$ cat config.mk
export PLATFORM = sky130hd
export DESIGN_NAME = accum_seq_adder
export DESIGN_NICKNAME = d
export VERILOG_FILES = /design/src/rtl/accum_pkg.sv /design/src/rtl/accum_ctrl.sv /design/src/rtl/accum_datapath.sv /design/src/rtl/accum_seq_adder.sv
export SDC_FILE = /design/constraint.sdc
export NUM_CORES = 1
export LEC_CHECK = 0
export BUFFER_PORTS_ARGS = -buffer_cell sky130_fd_sc_hd__clkbuf_2
export CORE_ASPECT_RATIO = 1.1
export CORE_MARGIN = 2
export CORE_UTILIZATION = 44
export CTS_CLUSTER_SIZE = 24
export DETAILED_ROUTE_END_ITERATION = 8
export PLACE_DENSITY = 0.69
export SLEW_MARGIN = 30
export SYNTH_ARGS = -nofsm -noshare
export SYNTH_HDL_FRONTEND = slang
export SYNTH_HIERARCHICAL = 1
export SYNTH_SLANG_ARGS = --single-unit
$ cat constraint.sdc
create_clock -name clk -period 2.2 [get_ports clk]
set_input_delay 0 -clock clk [delete_from_list [all_inputs] [get_ports clk]]
set_output_delay 0 -clock clk [all_outputs]
set_load 0.05 [all_outputs]
$ cat src/rtl/accum_pkg.sv
package accum_pkg;

  localparam int unsigned DefaultWidth = 4;

  // Strobes from the sequencing control to the datapath, valid for one clock.
  typedef struct packed {
    logic captureB;     // fill operand register from memory
    logic captureMem;   // fill accumulator from memory
    logic captureSum;   // fill accumulator from adder, update flags
  } ctrlStrobes_t;

endpackage

$ cat src/rtl/accum_ctrl.sv
module accum_ctrl
  import accum_pkg::*;
(
  input  logic         clk,
  input  logic         rst,
  input  logic         loadStb,
  input  logic         xferStb,
  output ctrlStrobes_t strobes
);

  logic loadPrev;
  logic xferPrev;
  logic srcSel;
  logic loadEdge;
  logic xferEdge;

  assign loadEdge = loadStb & ~loadPrev;
  assign xferEdge = xferStb & ~xferPrev;

  always_ff @(posedge clk) begin
    if (rst) begin
      loadPrev <= 1'b0;
      xferPrev <= 1'b0;
    end else begin
      loadPrev <= loadStb;
      xferPrev <= xferStb;
    end
  end

  // Source selector: cleared by load, toggled by each transfer.
  always_ff @(posedge clk) begin
    if (rst) begin
      srcSel <= 1'b0;
    end else if (loadEdge) begin
      srcSel <= 1'b0;
    end else if (xferEdge) begin
      srcSel <= ~srcSel;
    end
  end

  always_comb begin
    strobes.captureB   = loadEdge;
    strobes.captureMem = xferEdge & ~srcSel;
    strobes.captureSum = xferEdge & srcSel;
  end

endmodule

$ cat src/rtl/accum_datapath.sv
module accum_datapath
  import accum_pkg::*;
#(
  parameter int unsigned WIDTH = DefaultWidth
) (
  input  logic             clk,
  input  logic             rst,
  input  ctrlStrobes_t     strobes,
  input  logic             subMode,
  input  logic [WIDTH-1:0] memData,
  output logic [WIDTH-1:0] accA,
  output logic [WIDTH-1:0] regB,
  output logic             flagSign,
  output logic             flagZero,
  output logic             flagCarry
);

  localparam int unsigned MsbIdx = WIDTH - 1;

  logic [WIDTH-1:0] bOperand;
  logic [WIDTH-1:0] sumBits;
  logic [WIDTH:0]   carryChain;

  // Two's complement: invert operand and inject carry in subtract mode.
  assign bOperand      = regB ^ {WIDTH{subMode}};
  assign carryChain[0] = subMode;

  for (genvar i = 0; i < WIDTH; i++) begin : g_stage
    assign sumBits[i]      = accA[i] ^ bOperand[i] ^ carryChain[i];
    assign carryChain[i+1] = (accA[i] & bOperand[i])
                           | (carryChain[i] & (accA[i] ^ bOperand[i]));
  end

  always_ff @(posedge clk) begin
    if (rst) begin
      regB <= '0;
    end else if (strobes.captureB) begin
      regB <= memData;
    end
  end

  always_ff @(posedge clk) begin
    if (rst) begin
      accA <= '0;
    end else if (strobes.captureMem) begin
      accA <= memData;
    end else if (strobes.captureSum) begin
      accA <= sumBits;
    end
  end

  always_ff @(posedge clk) begin
    if (rst) begin
      flagSign  <= 1'b0;
      flagZero  <= 1'b0;
      flagCarry <= 1'b0;
    end else if (strobes.captureSum) begin
      flagSign  <= sumBits[MsbIdx];
      flagZero  <= ~|sumBits;
      flagCarry <= carryChain[WIDTH];
    end
  end

endmodule

$ cat src/rtl/accum_seq_adder.sv
module accum_seq_adder
  import accum_pkg::*;
#(
  parameter int unsigned WIDTH = DefaultWidth
) (
  input  logic             clk,
  input  logic             rst,
  input  logic             loadStb,
  input  logic             xferStb,
  input  logic             subMode,
  input  logic [WIDTH-1:0] memData,
  output logic [WIDTH-1:0] accA,
  output logic [WIDTH-1:0] regB,
  output logic             flagSign,
  output logic             flagZero,
  output logic             flagCarry
);

  ctrlStrobes_t strobes;

  accum_ctrl ctrl_i (
    .clk     (clk),
    .rst     (rst),
    .loadStb (loadStb),
    .xferStb (xferStb),
    .strobes (strobes)
  );

  accum_datapath #(.WIDTH(WIDTH)) dp_i (
    .clk       (clk),
    .rst       (rst),
    .strobes   (strobes),
    .subMode   (subMode),
    .memData   (memData),
    .accA      (accA),
    .regB      (regB),
    .flagSign  (flagSign),
    .flagZero  (flagZero),
    .flagCarry (flagCarry)
  );

endmodule

==> results of run 1 <==
-- cells in the final DEF (no fill, tap or decap) --
cell type	count
xor2_1	1
nor2b_1	5
and2_1	1
fa_1	1
buf_4	4
nand2b_1	1
mux2_4	1
a21oi_2	1
a21oi_1	3
fa_2	2
dfxtp_4	4
xnor2_4	1
a211o_1	2
nor2b_4	1
dlygate4sd3_1	6
inv_2	1
o21a_1	1
nand4_1	1
mux2i_1	8
inv_1	3
nor2_2	2
clkbuf_8	1
nand2_1	3
dfxtp_1	10
clkbuf_2	19
nor2_1	7
xnor2_1	4
nor3_2	1
clkbuf_4	3
-- layer usage --
metal | track usage [%] | wire [µm]
met5 | 0 | 0
met3 | 2.75 | 45
met4 | 9.38 | 12
met2 | 24.6 | 641
met1 | 18.6 | 616
-- cells by family (layout without fill, tap and decap cells) --
| group | after synthesis | count (layout) | synth area share, % |
|---|---|---|---|
| flops | 14 | 14 | 39.4 |
| buf+inv | 9 | 37 | 7.20 |
| compound gates | 7 | 7 | 6.85 |
| xor+xnor | 6 | 6 | 7.38 |
| mux | 9 | 9 | 13.4 |
| simple gates | 22 | 22 | 17.4 |
| fa+ha+maj | 3 | 3 | 8.44 |
-- per-stage QoR --
step | cells | setup TNS [ps] | hold slack [ps]
finish | 115 | -7.21 | 97.5
global route | 115 | -229 | 95.9
CTS | 115 | -16.1 | 84.5
detailed placement | 105 | -88.5 | 231
global placement | 105 | -62.8 | 227
floorplan | 70 | -93.9 | 69.7
-- registers in the layout, indices dropped and copies added, names as in the netlist --
register / count
dp_i/accA: 4
dp_i/flagCarry: 1
ctrl_i/loadPrev: 1
ctrl_i/srcSel: 1
dp_i/flagZero: 1
dp_i/flagSign: 1
dp_i/regB: 4
ctrl_i/xferPrev: 1
-- worst min-delay path by stage --
stage               slack [ps]  depth (start not counted)         endpoint     from
floorplan                   70                          1    ctrl_i/srcSel      rst
global placement           230                          2  ctrl_i/loadPrev  loadStb
detailed placement         230                          2  ctrl_i/loadPrev  loadStb
CTS                         80                          2     dp_i/accA[2]      rst
global route               100                          2     dp_i/accA[2]      rst
finish                     100                          2     dp_i/accA[2]      rst
-- worst max-delay path, delay by kind of cell (launching register included) --
family | cells | cell delay (ps)
buffers and inverters | 1 | 60
multiplexers | 2 | 390
XOR/XNOR | 1 | 120
flip-flops | 1 | 370
AND/OR/NAND/NOR | 1 | 50
adder cells (fa/ha/maj) | 3 | 1090
-- repair_timing --
action                                 in CTS  in global routing
setup endpoints to repair                   2                  2
hold buffers                                6                  0
setup buffers                               0                  0
pin swaps                                   2                  1
endpoints found under the hold margin       8                  0
resized for setup                           0                  1
-- area by class of cell --
type                            instances  share of cell area [%]
Timing Repair Buffer                   29                    19.3
Sequential cell                        14                    30.8
Tap cell                               17                    2.22
Multi-Input combinational cell         47                    42.2
Inverter                                4                    1.57
Clock buffer                            4                    3.79
-- power by group --
group / switching [µW] / internal (µW) / leakage [µW]
Sequential: 11.4 / 267 / 0.000118
Clock: 86.8 / 101 / 0.0000210
Combinational: 102 / 80.0 / 0.000277
==> impl_metrics.toml, run 1 <==
[run_status]
status = "finished, violations left"
failed_checks = "setup timing"

[cts]
clock_path_buffers = 2
cts_buffers = 3
clock-sinks = 14
cts_tree = "yes"
clk_latency_ps = 280
cts_root_buf = "clkbuf_4"
path_clk_slew_ps = 90
htree_num_levels = 1

[worst_setup_path]
critPathCapture = "dp_i/accA[3]"
r2r_end = "dp_i/accA[3]"
r2r-start = "dp_i/regB[1]"
crit_type = "reg2reg"
critPathMostFrequentCell = "fa_2"
rrSetupSlack_ps = -7
r2r.worst_path.cells = 8
crit_chain = "xnor2_4 > fa_2 > fa_2 > inv_2 > fa_1 > mux2_4 > mux2i_1 > nor2_1"
startpoint_type = "flop"
startpoint = "dp_i/regB[1]"
arrival_ps = 2380
crit_required_ps = 2370
slowest_stage = "fa_1"
critical_path.max_stage_delay_ps = 390
critPathMaxFanout = 2
crit_path_end_kind = "flop"

[layout]
layout.nets = 111
multi_input_area_um2 = 404
layout-drive-gt1-share_pct = 41.8
final_util_pct = 62.2
seqCellArea_um2 = 295
design_area_um2 = 957
area_growth_pct = 34.4
fillers = 133
diodes = 0

[logic_synthesis]
syn_avg_cell_area_um2 = 10.2
synth_area_leaders = "dfxtp_1 (39%), mux2i_1 (11%), fa_1 (8.4%)"
synth_cell_types = 24
synth-seq-area-share_pct = 39.4
netlist.area_leader.share_pct = 39.4
ys_top_cells_by_count = "dfxtp_1 (14), mux2i_1 (8), nor2_1 (7)"
synth_top_cell_by_area = "dfxtp_1"
ys_warn_count = 6
synth_most_common_cell = "dfxtp_1"
synth_edf_count = 0
syn-instance-count = 70
synth_flop_cell = "dfxtp_1"
synth_async_sr_flop_share_pct = 0
synth_nets = 82
syn_area_um2 = 712
synth_seq_cells = 14

[place]
place.gp.congestion = 0.738
preCtsSetupSlack_ps = -44.3
dpl-instance-area_um2 = 850
io_buffers = 19
hpwl_um = 949

[timing]
slew_violations = 0
rsz0062_at_grt = "yes"
period_needed_ps = 2210
fin_crit_sh_pct = 100
setup_slack_ps = -7.21
slew_headroom_pct = 60.2
finalSetupViolCount = 1
skew_ps = 3.92
worst_pin_slew_ps = 596
fmax_ghz = 0.453
finalHoldViolations = 0

[power_and_ir_drop]
power_density_nw_per_um2 = 677
peakVddDrop_v = 0.000404
leakage_uw = 0.000416
power.total_uw = 648

[floorplanning]
rows = 15
core_area_um2 = 1540
start_util_pct = 46.3
io_pins = 20
die_area_um2 = 1960
die-height_um = 46.2
die_x_um = 42.4

[global_route]
grt_pass1_wl_um = 2090
grt_pass1_vias = 484
grt_overflow_total = 0
antenna_found_initial = 0
grt_use_total_pct = 15.0
grt_max_degree = 15

[route]
routed_wl_um = 1320
drc = 0
routedWlPerCell_um = 11.4
first_pass_iters = 3
route.antenna.remaining_nets = 0
vias = 544
vias_per_cell = 4.73
drt_iter0_markers = 1

[min_path]
hp-class = "in2reg"

[job]
maxCapViolCount = 0
Note: power is estimated with default switching activity, not from simulation.
==> run 2: changes to the inputs <==
CORE_UTILIZATION = 34   (was 44)
CTS_BUF_LIST = sky130_fd_sc_hd__clkbuf_8   (was default)
MAX_ROUTING_LAYER = met4   (was default)
PLACE_DENSITY = 0.55   (was 0.69)
==> run 2 against run 1 <==
Effect of this change: the run still ends with setup timing left; wire length up 3.6%; sequential cell count unchanged; sequential share of layout area up 0.28 points; global-route usage down 0.97 points; core utilization down 15 points; critical path type unchanged; non-clock buffer count down 3; largest cell class unchanged; critical path depth unchanged.
==> impl_metrics.toml, run 2 (same netlist as run 1, synthesis figures left out) <==
[worst_setup_path]
crit_path_end_kind = "flop"
critPathMaxFanout = 2
crit_type = "reg2reg"
crit_chain = "xnor2_2 > fa_2 > fa_2 > inv_2 > fa_1 > mux2_4 > mux2i_1 > nor2_1"
arrival_ps = 2360
crit_family = "adder cells"
slowest_stage = "fa_1"
crit_required_ps = 2330
critPathMostFrequentCell = "fa_2"
critical_path.max_stage_delay_ps = 400
path_buf_inv = 1
startpoint_type = "flop"

[cts]
htree_num_levels = 1
clock_path_buffers = 2
path_clk_slew_ps = 60
cts_root_buf = "clkbuf_8"
cts_tree = "yes"
post_cts_resized = 0
clk_latency_ps = 240
cts_buffers = 3
clock-sinks = 14

[layout]
fillers = 233
layout_common_cells = "clkbuf_2 (19), dfxtp_1 (10), mux2i_1 (8)"
diodes = 0
area_growth_pct = 33.2
final_common_cell = "clkbuf_2"
final_util_pct = 47.4
layout-drive-gt1-share_pct = 43.2
seqCellArea_um2 = 295
reg_top3 = "dp_i/accA (4), dp_i/regB (4)"
design_area_um2 = 948
multi_input_area_um2 = 393
layout.nets = 108

[route]
route.antenna.remaining_nets = 0
routedWlPerCell_um = 11.1
drt_iter0_markers = 7
vias_per_cell = 4.54
drc = 0
routed_wl_um = 1360
vias = 558
first_pass_iters = 4

[global_route]
grt_pass1_vias = 505
antenna_found_initial = 0
grt_overflow_total = 0
grt_use_total_pct = 14.1
grt_max_degree = 15
grt_pass1_wl_um = 2320

[place]
dpl-instance-area_um2 = 863
place.gp.congestion = 0.714
hpwl_um = 1030
io_buffers = 19

[timing]
finalSetupViolCount = 2
period_needed_ps = 2230
rsz0062_at_grt = "yes"
slew_violations = 0
slew_headroom_pct = 57.9
skew_ps = 1.15
worst_pin_slew_ps = 630
setup_slack_ps = -29.7
finalHoldViolations = 0
fin_crit_sh_pct = 101
fmax_ghz = 0.448

[job]
maxCapViolCount = 0

[floorplanning]
io_pins = 20
die_x_um = 47.6
die_area_um2 = 2480
core_area_um2 = 2000
rows = 17
die-height_um = 52.0
start_util_pct = 35.6

[run_status]
status = "finished, violations left"
failed_checks = "setup timing"

[power_and_ir_drop]
power_density_nw_per_um2 = 741
peakVddDrop_v = 0.000622
power.total_uw = 702
leakage_uw = 0.000410

[min_path]
hp-class = "in2reg"
## run 2: per-stage QoR
| stage | instances | TNS (ps) | hold slack, ps | worst slack [ps] |
|---|---|---|---|---|
| after detailed placement | 116 | -121 | 233 | -65.7 |
| after global routing | 123 | -290 | 5.04 | -148 |
| after CTS | 123 | -63.4 | 0.596 | -38.9 |
| after global placement | 116 | -47.1 | 227 | -24.2 |
| final | 123 | -30.8 | 2.81 | -29.7 |
| after floorplan | 70 | -93.9 | 69.7 | -93.9 |
## run 2: final cells by class
type,instances,share of cell area (%)
multi-input combinational,47,41.4
tap,28,3.69
clock buffer,4,5.80
inverter,4,1.58
timing repair buffer,26,16.4
sequential,14,31.1
## run 2: final timing paths
path / start / endpoint / depth (start not counted) / slack, ps
max reg2reg: dp_i/regB[1] / dp_i/accA[3] / 8 / -30
min reg2reg: dp_i/flagZero / dp_i/flagZero / 2 / 470
max: dp_i/regB[1] / dp_i/accA[3] / 8 / -30
min: memData[1] / dp_i/accA[1] / 3 / 3
## run 2: per-layer routing
metal,vias to the layer above,global-route usage (%),share of wire [%]
li1,271,-,-
met1,268,16.1,42
met3,2,6.25,5.3
met4,0,4.05,0.66
met2,17,22.1,52
met5,-,-,0
## run 2: repair_timing
action	in CTS	in global routing
gates cloned	0	0
pin swaps	4	1
buffers inserted	0	0
hold buffers	3	0
endpoints found under the hold margin	3	0
setup endpoints to repair	2	2
## run 2: report_power, final
| group | switching (µW) | internal, µW | total (µW) |
|---|---|---|---|
| registers | 11.5 | 267 | 279 |
| logic | 101 | 74.3 | 175 |
| clock network | 90.0 | 158 | 248 |
| total | 202 | 500 | 702 |
## run 2: worst reg2reg max path: cells and delay by family (launching register included)
family        cells  cell delay [ps]
xor+xnor          1              130
flops             1              350
buf+inv           1               70
simple gates      1               60
fa+ha+maj         3             1100
mux               2              410
==> run 3: changes to the inputs <==
HOLD_SLACK_MARGIN = 0.06   (was default)
PLACE_DENSITY = 0.68   (was 0.55)
==> run 3 against run 2 <==
Effect of this change: the flow still finishes with violations (setup timing); core utilization increased by 1.6 points; setup slack improved by 13 ps; register-to-register slack barely moved; global-route usage up 0.37 points; critical path type unchanged; largest power group unchanged; highest routed layer unchanged.
==> impl_metrics.toml, run 3 (same netlist as run 1, synthesis figures left out) <==
[worst_setup_path]
startpoint_type = "flop"
crit_path_end_kind = "flop"
slowest_stage = "fa_1"
crit_chain = "xnor2_4 > fa_2 > fa_2 > inv_2 > fa_1 > mux2_4 > mux2i_1 > nor2_1"
arrival_ps = 2340
path_buf_inv = 1
crit_required_ps = 2330
critPathMostFrequentCell = "fa_2"
crit_type = "reg2reg"
crit_family = "adder cells"
critical_path.max_stage_delay_ps = 400
critPathMaxFanout = 2

[route]
vias_per_cell = 4.46
drc = 0
vias = 562
routedWlPerCell_um = 10.7
routed_wl_um = 1350
drt_iter0_markers = 2
first_pass_iters = 4
route.antenna.remaining_nets = 0

[layout]
layout-drive-gt1-share_pct = 40.8
diodes = 0
fillers = 207
layout.nets = 111
reg_top3 = "dp_i/accA (4), dp_i/regB (4)"
layout_common_cells = "clkbuf_2 (19), dfxtp_1 (10), mux2i_1 (8)"
final_common_cell = "clkbuf_2"
area_growth_pct = 37.6
fin_cells = 126

[timing]
fmax_ghz = 0.451
slew_headroom_pct = 61.7
skew_ps = 4.84
slew_violations = 0
finalSetupViolCount = 1
worst_pin_slew_ps = 574
finalHoldViolations = 0
whs_ps = 138
setup_slack_ps = -17.1
fin_crit_sh_pct = 101
rsz0062_at_grt = "yes"
period_needed_ps = 2220

[global_route]
grt_use_total_pct = 14.4
grt_overflow_total = 0
antenna_found_initial = 0
grt_pass1_wl_um = 2310
grt_pass1_vias = 549
grt_max_degree = 15

[place]
place.gp.congestion = 0.721
placed_cells = 116
io_buffers = 19
preCtsSetupSlack_ps = -50.4
hpwl_um = 963

[cts]
cts_tree = "yes"
cts_root_buf = "clkbuf_8"
clk_latency_ps = 250
path_clk_slew_ps = 50
clock_path_buffers = 2
clock-sinks = 14
cts_setup_buffers = 0
cts_buffers = 3
htree_num_levels = 1

[power_and_ir_drop]
leakage_uw = 0.000418
peakVddDrop_v = 0.000350
power.total_uw = 675
power_density_nw_per_um2 = 689

[floorplanning]
core_area_um2 = 2000
io_pins = 20
die-height_um = 52.0
die_area_um2 = 2480
die_x_um = 47.6
start_util_pct = 35.6
rows = 17

[min_path]
hp-class = "in2reg"

[job]
maxCapViolCount = 0

[run_status]
failed_checks = "setup timing"
status = "finished, violations left"
-- run 3: cell types whose count changed in the layout (fill, tap and decap cells not counted) --
cell and change:
clkbuf_8 -1, dlygate4sd3_1 +3, xnor2_4 +1, clkinv_1 +1, xnor2_2 -1
-- run 3: through the flow --
| step | cell area, µm² | util, % | setup TNS, ps |
|---|---|---|---|
| final | 980 | 49.0 | -17.1 |
| after global routing | 980 | 49.0 | -238 |
| after CTS | 968 | 48.4 | -43.4 |
| after detailed placement | 863 | 43.2 | -101 |
| after global placement | 863 | 43.2 | -69.9 |
| after floorplan | 739 | - | -93.9 |
-- run 3: timing repair --
action,CTS,global route
resized for setup,0,1
endpoints found under the setup margin,2,2
hold buffers,6,0
hold endpoints to repair,9,0
pin swaps,4,1
gates cloned,0,0
-- run 3: area by class of cell --
type | instances | area (µm²) | share of cell area (%)
clock buffers | 3 | 41.3 | 4.21
clock inverters | 1 | 3.75 | 0.383
inverters | 4 | 15.0 | 1.53
multi-input cells | 47 | 404 | 41.3
flip-flops and latches | 14 | 295 | 30.1
well taps | 28 | 35.0 | 3.58
repair buffers | 29 | 185 | 18.9
-- run 3: layer usage --
| metal | share of wire [%] | GRT usage, % | vias to the layer above | wire [µm] |
|---|---|---|---|---|
| met5 | 0 | - | - | 0 |
| met4 | 3.4 | 10.8 | 0 | 46 |
| met3 | 5.6 | 3.13 | 4 | 75 |
| met2 | 46 | 20.7 | 18 | 613 |
| met1 | 45 | 17.2 | 262 | 609 |
| li1 | - | - | 278 | - |
-- run 3: final timing paths --
path              cells past startpoint           from  slack (ps)            end
setup / recovery                      8   dp_i/regB[1]         -20   dp_i/accA[3]
hold / removal                        2            rst         140   dp_i/accA[2]
setup reg to reg                      8   dp_i/regB[1]         -20   dp_i/accA[3]
hold reg to reg                       2  dp_i/flagZero         470  dp_i/flagZero
-- run 3: where the power goes --
part / leakage (µW) / total [µW] / internal (µW) / switching, µW
clock network: 0.0000231 / 214 / 124 / 90.5
registers: 0.000118 / 279 / 267 / 11.7
logic: 0.000277 / 182 / 80.3 / 102
-- run 3: worst register-to-register path, stage by stage (launching register included) --
cell,delay [ps]
dfxtp_4,360
xnor2_4,120
fa_2,360
fa_2,340
inv_2,60
fa_1,400
mux2_4,270
mux2i_1,130
nor2_1,60
